### src/rtl/mpx_pkg.sv
package mpx_pkg;
   typedef enum logic [2:0] {
      ST_ARB,
      ST_CMD,
      ST_CMDW,
      ST_IN,
      ST_ORD,
      ST_OGNT
   } eng_st_t;
endpackage

### src/rtl/mpx_rr_pick.sv
module mpx_rr_pick #(
   parameter int N  = 8,
   localparam int SW = $clog2(N)
) (
   input  logic [N-1:0]  elig,
   input  logic [SW-1:0] last,
   output logic [SW-1:0] pick,
   output logic          pick_vld
);
   logic [SW-1:0] idx;

   always_comb begin
      pick     = '0;
      pick_vld = 1'b0;
      idx      = '0;
      for (int k = 1; k <= N; k++) begin
         idx = last + SW'(k);
         if (!pick_vld && elig[idx]) begin
            pick_vld = 1'b1;
            pick     = idx;
         end
      end
   end
endmodule

### src/rtl/mpx_irq.sv
module mpx_irq #(
   parameter int N  = 8,
   localparam int SW = $clog2(N)
) (
   input  logic          clk,
   input  logic          rst_n,
   input  logic          set_vld,
   input  logic [SW-1:0] set_idx,
   input  logic          ack,
   output logic          irq,
   output logic [SW-1:0] irq_sub
);
   logic [N-1:0] pend_q;
   logic [N-1:0] set_oh;
   logic [N-1:0] clr_oh;

   always_comb begin
      irq_sub = '0;
      for (int i = N - 1; i >= 0; i--) begin
         if (pend_q[i]) irq_sub = SW'(i);
      end
   end

   assign irq    = |pend_q;
   assign set_oh = set_vld ? (N'(1) << set_idx) : '0;
   assign clr_oh = (ack && irq) ? (N'(1) << irq_sub) : '0;

   always_ff @(posedge clk or negedge rst_n) begin
      if (!rst_n) pend_q <= '0;
      else        pend_q <= (pend_q & ~clr_oh) | set_oh;
   end


   ack_clears_chk: assert property (@(posedge clk) disable iff (!rst_n)
      (ack && irq && !(set_vld && set_idx == irq_sub)) |=> !pend_q[$past(irq_sub)]);

   irq_hold_chk: assert property (@(posedge clk) disable iff (!rst_n)
      (irq && !ack) |=> irq);
endmodule

### src/rtl/mpx_channel.sv
module mpx_channel
   import mpx_pkg::*;
#(
   parameter int NSUB  = 8,
   parameter int AW    = 16,
   parameter int CNT_W = 8,
   parameter int OP_W  = 8,
   localparam int SW   = $clog2(NSUB),
   localparam int CW   = OP_W + AW + CNT_W
) (
   input  logic              clk,
   input  logic              rst_n,
   input  logic              start_valid,
   input  logic [SW-1:0]     start_sub,
   input  logic [AW-1:0]     start_ptr,
   output logic              start_accept,
   output logic              start_busy,
   output logic              mem_req,
   output logic              mem_we,
   output logic [AW-1:0]     mem_addr,
   output logic [7:0]        mem_wdata,
   input  logic [CW-1:0]     mem_rdata,
   input  logic [NSUB-1:0]   dev_req,
   output logic [NSUB-1:0]   dev_gnt,
   output logic [7:0]        dev_wdata,
   input  logic [8*NSUB-1:0] dev_rdata,
   output logic              irq,
   output logic [SW-1:0]     irq_sub,
   input  logic              irq_ack
);
   localparam int OP_LSB  = AW + CNT_W;
   localparam int BIT_IN  = OP_LSB;
   localparam int BIT_CHN = OP_LSB + OP_W - 1;

   initial begin
      assert (NSUB >= 2 && NSUB <= 256 && (NSUB & (NSUB - 1)) == 0)
         else $error("NSUB must be a power of two from 2 to 256");
      assert (OP_W >= 2 && CNT_W >= 1 && AW >= 8)
         else $error("field widths too small");
   end

   eng_st_t       state;
   logic [SW-1:0] cur, lst_q;
   logic [AW-1:0]    ptr_q [NSUB];
   logic [AW-1:0]    adr_q [NSUB];
   logic [CNT_W-1:0] cnt_q [NSUB];
   logic [NSUB-1:0]  act_q, fet_q, dir_q, chn_q;

   logic [NSUB-1:0]  elig;
   logic [SW-1:0]    pick;
   logic             pick_vld;
   logic             st_ok, step, cmd_end, end_chain, done_vld;
   logic [AW-1:0]    w_adr;
   logic [CNT_W-1:0] w_cnt;
   logic             w_dir, w_chn;
   logic             unused_bits;

   assign w_adr = mem_rdata[CNT_W +: AW];
   assign w_cnt = mem_rdata[CNT_W-1:0];
   assign w_dir = mem_rdata[BIT_IN];
   assign w_chn = mem_rdata[BIT_CHN];
   assign unused_bits = ^mem_rdata[BIT_CHN-1:BIT_IN+1];

   assign elig  = act_q & (fet_q | dev_req);
   assign st_ok = start_valid && !act_q[start_sub];

   mpx_rr_pick #(.N(NSUB)) u_pick (
      .elig     (elig),
      .last     (lst_q),
      .pick     (pick),
      .pick_vld (pick_vld)
   );

   always_comb begin
      step      = (state == ST_IN) || (state == ST_OGNT);
      cmd_end   = 1'b0;
      end_chain = 1'b0;
      if (state == ST_CMDW && w_cnt == '0) begin
         cmd_end   = 1'b1;
         end_chain = w_chn;
      end else if (step && cnt_q[cur] == CNT_W'(1)) begin
         cmd_end   = 1'b1;
         end_chain = chn_q[cur];
      end
      done_vld = cmd_end && !end_chain;
   end

   always_comb begin
      mem_req   = (state == ST_CMD) || (state == ST_IN) || (state == ST_ORD);
      mem_we    = (state == ST_IN);
      mem_addr  = (state == ST_CMD) ? ptr_q[cur] : adr_q[cur];
      mem_wdata = dev_rdata[cur*8 +: 8];
      dev_gnt   = step ? (NSUB'(1) << cur) : '0;
      dev_wdata = (state == ST_OGNT) ? mem_rdata[7:0] : 8'h00;
   end

   always_ff @(posedge clk or negedge rst_n) begin
      if (!rst_n) begin
         state        <= ST_ARB;
         cur          <= '0;
         lst_q        <= '0;
         start_accept <= 1'b0;
         start_busy   <= 1'b0;
         act_q        <= '0;
         fet_q        <= '0;
         dir_q        <= '0;
         chn_q        <= '0;
         for (int i = 0; i < NSUB; i++) begin
            ptr_q[i] <= '0;
            adr_q[i] <= '0;
            cnt_q[i] <= '0;
         end
      end else begin
         start_accept <= st_ok;
         start_busy   <= start_valid && act_q[start_sub];
         case (state)
            ST_ARB: if (pick_vld) begin
               cur   <= pick;
               lst_q <= pick;
               if (fet_q[pick])      state <= ST_CMD;
               else if (dir_q[pick]) state <= ST_IN;
               else                  state <= ST_ORD;
            end
            ST_CMD:  state <= ST_CMDW;
            ST_CMDW: begin
               adr_q[cur] <= w_adr;
               cnt_q[cur] <= w_cnt;
               dir_q[cur] <= w_dir;
               chn_q[cur] <= w_chn;
               fet_q[cur] <= 1'b0;
               state      <= ST_ARB;
            end
            ST_ORD:  state <= ST_OGNT;
            ST_IN, ST_OGNT: begin
               adr_q[cur] <= adr_q[cur] + AW'(1);
               cnt_q[cur] <= cnt_q[cur] - CNT_W'(1);
               state      <= ST_ARB;
            end
            default: state <= ST_ARB;
         endcase
         if (cmd_end) begin
            if (end_chain) begin
               ptr_q[cur] <= ptr_q[cur] + AW'(1);
               fet_q[cur] <= 1'b1;
            end else begin
               act_q[cur] <= 1'b0;
            end
         end
         if (st_ok) begin
            act_q[start_sub] <= 1'b1;
            fet_q[start_sub] <= 1'b1;
            ptr_q[start_sub] <= start_ptr;
         end
      end
   end

   mpx_irq #(.N(NSUB)) u_irq (
      .clk     (clk),
      .rst_n   (rst_n),
      .set_vld (done_vld),
      .set_idx (cur),
      .ack     (irq_ack),
      .irq     (irq),
      .irq_sub (irq_sub)
   );


   gnt_onehot_chk: assert property (@(posedge clk) disable iff (!rst_n)
      $onehot0(dev_gnt));

   gnt_active_chk: assert property (@(posedge clk) disable iff (!rst_n)
      (|dev_gnt) |-> (|(dev_gnt & dev_req & act_q)));

   start_resp_chk: assert property (@(posedge clk) disable iff (!rst_n)
      start_valid |=> (start_accept != start_busy));

   no_underflow_chk: assert property (@(posedge clk) disable iff (!rst_n)
      step |-> (cnt_q[cur] != '0));

   fetch_follows_chk: assert property (@(posedge clk) disable iff (!rst_n)
      (state == ST_CMD) |=> (state == ST_CMDW));
endmodule

### config.mk
export PLATFORM = sky130hd
export DESIGN_NAME = mpx_channel
export DESIGN_NICKNAME = d
export VERILOG_FILES = /design/src/rtl/mpx_pkg.sv /design/src/rtl/mpx_rr_pick.sv /design/src/rtl/mpx_irq.sv /design/src/rtl/mpx_channel.sv
export SDC_FILE = /design/constraint.sdc
export NUM_CORES = 1
export LEC_CHECK = 0
export BUFFER_PORTS_ARGS = -buffer_cell sky130_fd_sc_hd__buf_2
export CAP_MARGIN = 20
export CORE_ASPECT_RATIO = 1.1
export CORE_MARGIN = 2
export CORE_UTILIZATION = 47
export DETAILED_ROUTE_END_ITERATION = 10
export PLACE_DENSITY = 0.65
export SKIP_LAST_GASP = 1
export SYNTH_ARGS = -nofsm -noshare
export SYNTH_HDL_FRONTEND = slang
export SYNTH_SLANG_ARGS = --single-unit
export TNS_END_PERCENT = 5
### constraint.sdc
create_clock -name clk -period 13.2 [get_ports clk]
set_input_delay 1.32 -clock clk [delete_from_list [all_inputs] [get_ports clk]]
set_output_delay 1.32 -clock clk [all_outputs]
set_load 0.02 [all_outputs]
==> flow_summary.json <==
{
  "max_clock_freq_ghz": 0.166,
  "p_sw_mw": 2.89,
  "hpwl_um": 35100,
  "grt_pass1_wl_um": 88900,
  "cpMostUsedCell": "mux2i_1",
  "ys.flop_type": "dfrtp_1",
  "clockBufferDepth": 3,
  "cp-end-kind": "flop",
  "grt_setup_unrepaired": "false",
  "critical_path_class": "reg2reg",
  "vias": 15688,
  "clock_power_share_pct": 16.3,
  "worst-r2r-setup-slack_ps": 7160,
  "overflow": 0,
  "synth-warning-count": 0,
  "synth_top_area_share_pct": 45.8,
  "final-hold-violation-count": 0,
  "fin_util_pct": 53.5,
  "irDropWorstVdd_v": 0.000185,
  "startpoint_type": "flop",
  "drc": 0,
  "cpPeakStageDelay_ps": 1110,
  "htreeDepth": 2,
  "antenna_found_initial": 4,
  "period_share_pct": 45.7,
  "clock_skew_ps": 23.5,
  "cp.required_ps": 13600,
  "reg2reg_from": "lst_q[1]",
  "ys_async_sr_fraction_pct": 100,
  "fillers": 3826,
  "syn_avg_cell_area_sq_um": 9.99,
  "fp-row-count": 79,
  "fin_setup_tns_ps": 0,
  "portBuffers": 168,
  "ys_seq_area_share_pct": 45.8,
  "p_int_mw": 3.80,
  "synthCells": 2014,
  "core_area_sq_mm": 0.0423,
  "clock_latency_ps": 550,
  "cp.depth": 12,
  "p_per_area_mw_per_mm2": 296,
  "finalSetupViolCount": 0,
  "synth_seq_cells": 368,
  "worstPathArrival_ps": 6440,
  "holdBufCountCts": 0,
  "path_cells": "clkinv_1, ha_1, and3b_1, a222oi_1, nand3_1, nor3_1, nand4_1, nand2_1, mux2i_1, mux2i_1, mux2i_1, a31oi_1",
  "cts_tree": "yes",
  "synthDistinctLibCells": 71,
  "drive_gt1_share_pct": 18.8,
  "switching_share_pct": 43.2,
  "cts_resized": 0,
  "gp_congestion": 0.885,
  "synth_area_leader_cell": "dfrtp_1",
  "slew_viol_final": 0,
  "die_h_um": 221,
  "cts_setup_buffers": 0,
  "grt_pass1_vias": 15827,
  "synthesis.area_sq_mm": 0.0201,
  "startpoint": "lst_q[1]",
  "drt_iter0_markers": 1176,
  "slew_headroom_pct": 26.1,
  "clock-sinks": 368,
  "critPathTopFamily": "simple AND/OR/NAND/NOR gates",
  "min_path_cells": 2,
  "worstMarginPinSlew_ps": 1110,
  "wirelength_um": 55800,
  "clk_pin_slew_ps": 60,
  "die_area_sq_mm": 0.0445,
  "hold_class": "reg2reg",
  "via_per_inst": 5.80,
  "fin_crit_ps": 6040,
  "r2r_end": "state[0]",
  "synth_edf_count": 0,
  "grtUsageTotal_pct": 25.2,
  "seq_power_share_pct": 31.0,
  "crit_path_top_delay_cell": "dfrtp_4",
  "start_util_pct": 47.6,
  "p_leak_nw": 10.6,
  "cp_max_fo": 68,
  "drt_pass1_iterations": 5,
  "maxCapViolations": 0,
  "critPathCapture": "state[0]",
  "synth_nets": 2157,
  "nNetsFinal": 2248,
  "wl_met1_um": 24400,
  "synth.top_cells.by_area": "dfrtp_1, mux4_2, mux2i_1",
  "pwr-share-comb_pct": 52.7,
  "io_pins": 175,
  "wl_met2_um": 26700,
  "cts-root-buf": "clkbuf_16",
  "top_layer_used": "met4",
  "ant_nets": 0,
  "status": "complete, no violations",
  "ff2ff_path_depth": 12,
  "area_growth_pct": 12.5,
  "cts_made_buffers": 40,
  "wl_per_cell_um": 20.6,
  "critPathBufInv": 1,
  "wl_met3_um": 3270,
  "fp.dieW_um": 201,
  "grt_max_degree": 186
}
-- synth_stat cells, types with 9 or more instances --
| cell | count |
|---|---|
| ha_1 | 16 |
| and3_1 | 11 |
| mux4_2 | 101 |
| mux2i_1 | 161 |
| buf_2 | 31 |
| o211ai_1 | 18 |
| nand2_1 | 363 |
| xor2_1 | 17 |
| mux2_2 | 18 |
| and2_1 | 13 |
| clkbuf_1 | 87 |
| inv_1 | 12 |
| nor2_1 | 182 |
| nand3_1 | 26 |
| dfrtp_1 | 368 |
| buf_1 | 22 |
| xnor2_1 | 18 |
| o21a_1 | 18 |
| o21ai_1 | 10 |
| a21oi_1 | 141 |
| nor2b_1 | 9 |
| o21ai_0 | 251 |
| buf_4 | 9 |
-- power groups by stage --
stage	sequential (mW)	clock, mW	combinational, mW
global placement	2.05	0	3.42
CTS	2.07	1.11	3.51
finish	2.07	1.09	3.53
global route	2.15	1.16	3.88
detailed placement	2.09	0	3.50
floorplan	1.90	0	2.77
-- tightest hold or removal path: stages, from the launching register on --
cell,delay [ps]
dfrtp_1,340
nand2_1,40
o21ai_0,60
-- how the worst min path moves through the flow --
stage,endpoint,start,slack (ps)
6_report,adr_q[12],adr_q[12],470
5_1_grt,cnt_q[41],cnt_q[41],500
4_1_cts,adr_q[20],adr_q[20],480
3_5_place_dp,adr_q[20],adr_q[20],470
3_3_place_gp,adr_q[28],adr_q[28],460
2_1_floorplan,adr_q[16],adr_q[16],440
-- registers in the layout, summed over array words and instances, names as in the netlist --
signal and cells:
act_q 8, adr_q 128, chn_q 8, cnt_q 64, dir_q 8, fet_q 8, lst_q 3, ptr_q 128
start_accept 1, start_busy 1, state 3, u_irq.pend_q 8
-- through the flow --
| stage | hold slack, ps | total power [mW] | instances | cell area, sq um | setup WS, ps |
|---|---|---|---|---|---|
| 6_report | 473 | 6.69 | 2705 | 22600 | 7160 |
| 5_1_grt | 497 | 7.18 | 2704 | 22600 | 6850 |
| 4_1_cts | 479 | 6.69 | 2698 | 22600 | 7090 |
| 3_5_place_dp | 466 | 5.58 | 2627 | 21300 | 7390 |
| 3_3_place_gp | 456 | 5.47 | 2625 | 21200 | 7480 |
| 2_1_floorplan | 445 | 4.68 | 2014 | 20100 | 8220 |
-- layer usage --
| metal | global-route usage (%) | vias up |
|---|---|---|
| li1 | - | 7321 |
| met5 | 0 | - |
| met1 | 34.7 | 7794 |
| met3 | 3.46 | 99 |
| met4 | 8.35 | 0 |
| met2 | 41.5 | 474 |
-- area by class of cell --
type                            instances  area [sq um]  share of cell area [%]
Timing Repair Buffer                  203          1200                    5.31
Sequential cell                       368          9220                    40.7
Clock inverter                         14           118                   0.519
Inverter                               14          52.6                   0.232
Clock buffer                           57          1150                    5.10
Tap cell                              567           709                    3.13
Multi-Input combinational cell       1478         10200                    45.0
Antenna cell                            4          10.0                  0.0442
-- cells in the final DEF, fill, tap and decap left out, types with 9 or more instances in the layout --
master | netlist | layout
and2_1 | 13 | 13
dfrtp_1 | 368 | 366
ha_1 | 16 | 16
nand3_1 | 26 | 22
clkbuf_16 | 0 | 40
o21ai_1 | 10 | 10
o21a_1 | 18 | 18
o211ai_1 | 18 | 18
nor2_1 | 182 | 182
nand2_1 | 363 | 363
buf_2 | 31 | 167
mux4_2 | 101 | 101
o21ai_0 | 251 | 251
nor2b_1 | 9 | 9
inv_1 | 12 | 11
mux2_2 | 18 | 18
clkbuf_8 | 0 | 9
a21oi_1 | 141 | 141
buf_4 | 9 | 29
xnor2_1 | 18 | 18
xor2_1 | 17 | 17
mux2i_1 | 161 | 161
and3_1 | 11 | 11
-- kinds of logic after synthesis --
logic type,count (synthesis),share of synthesized area (%)
compound gates,483,13.4
xor+xnor,35,1.52
fa+ha+maj,16,0.995
buf+inv,168,3.74
flops,368,45.8
mux,284,20.8
simple gates,660,13.8
Note: power is estimated with default switching activity, not from simulation.
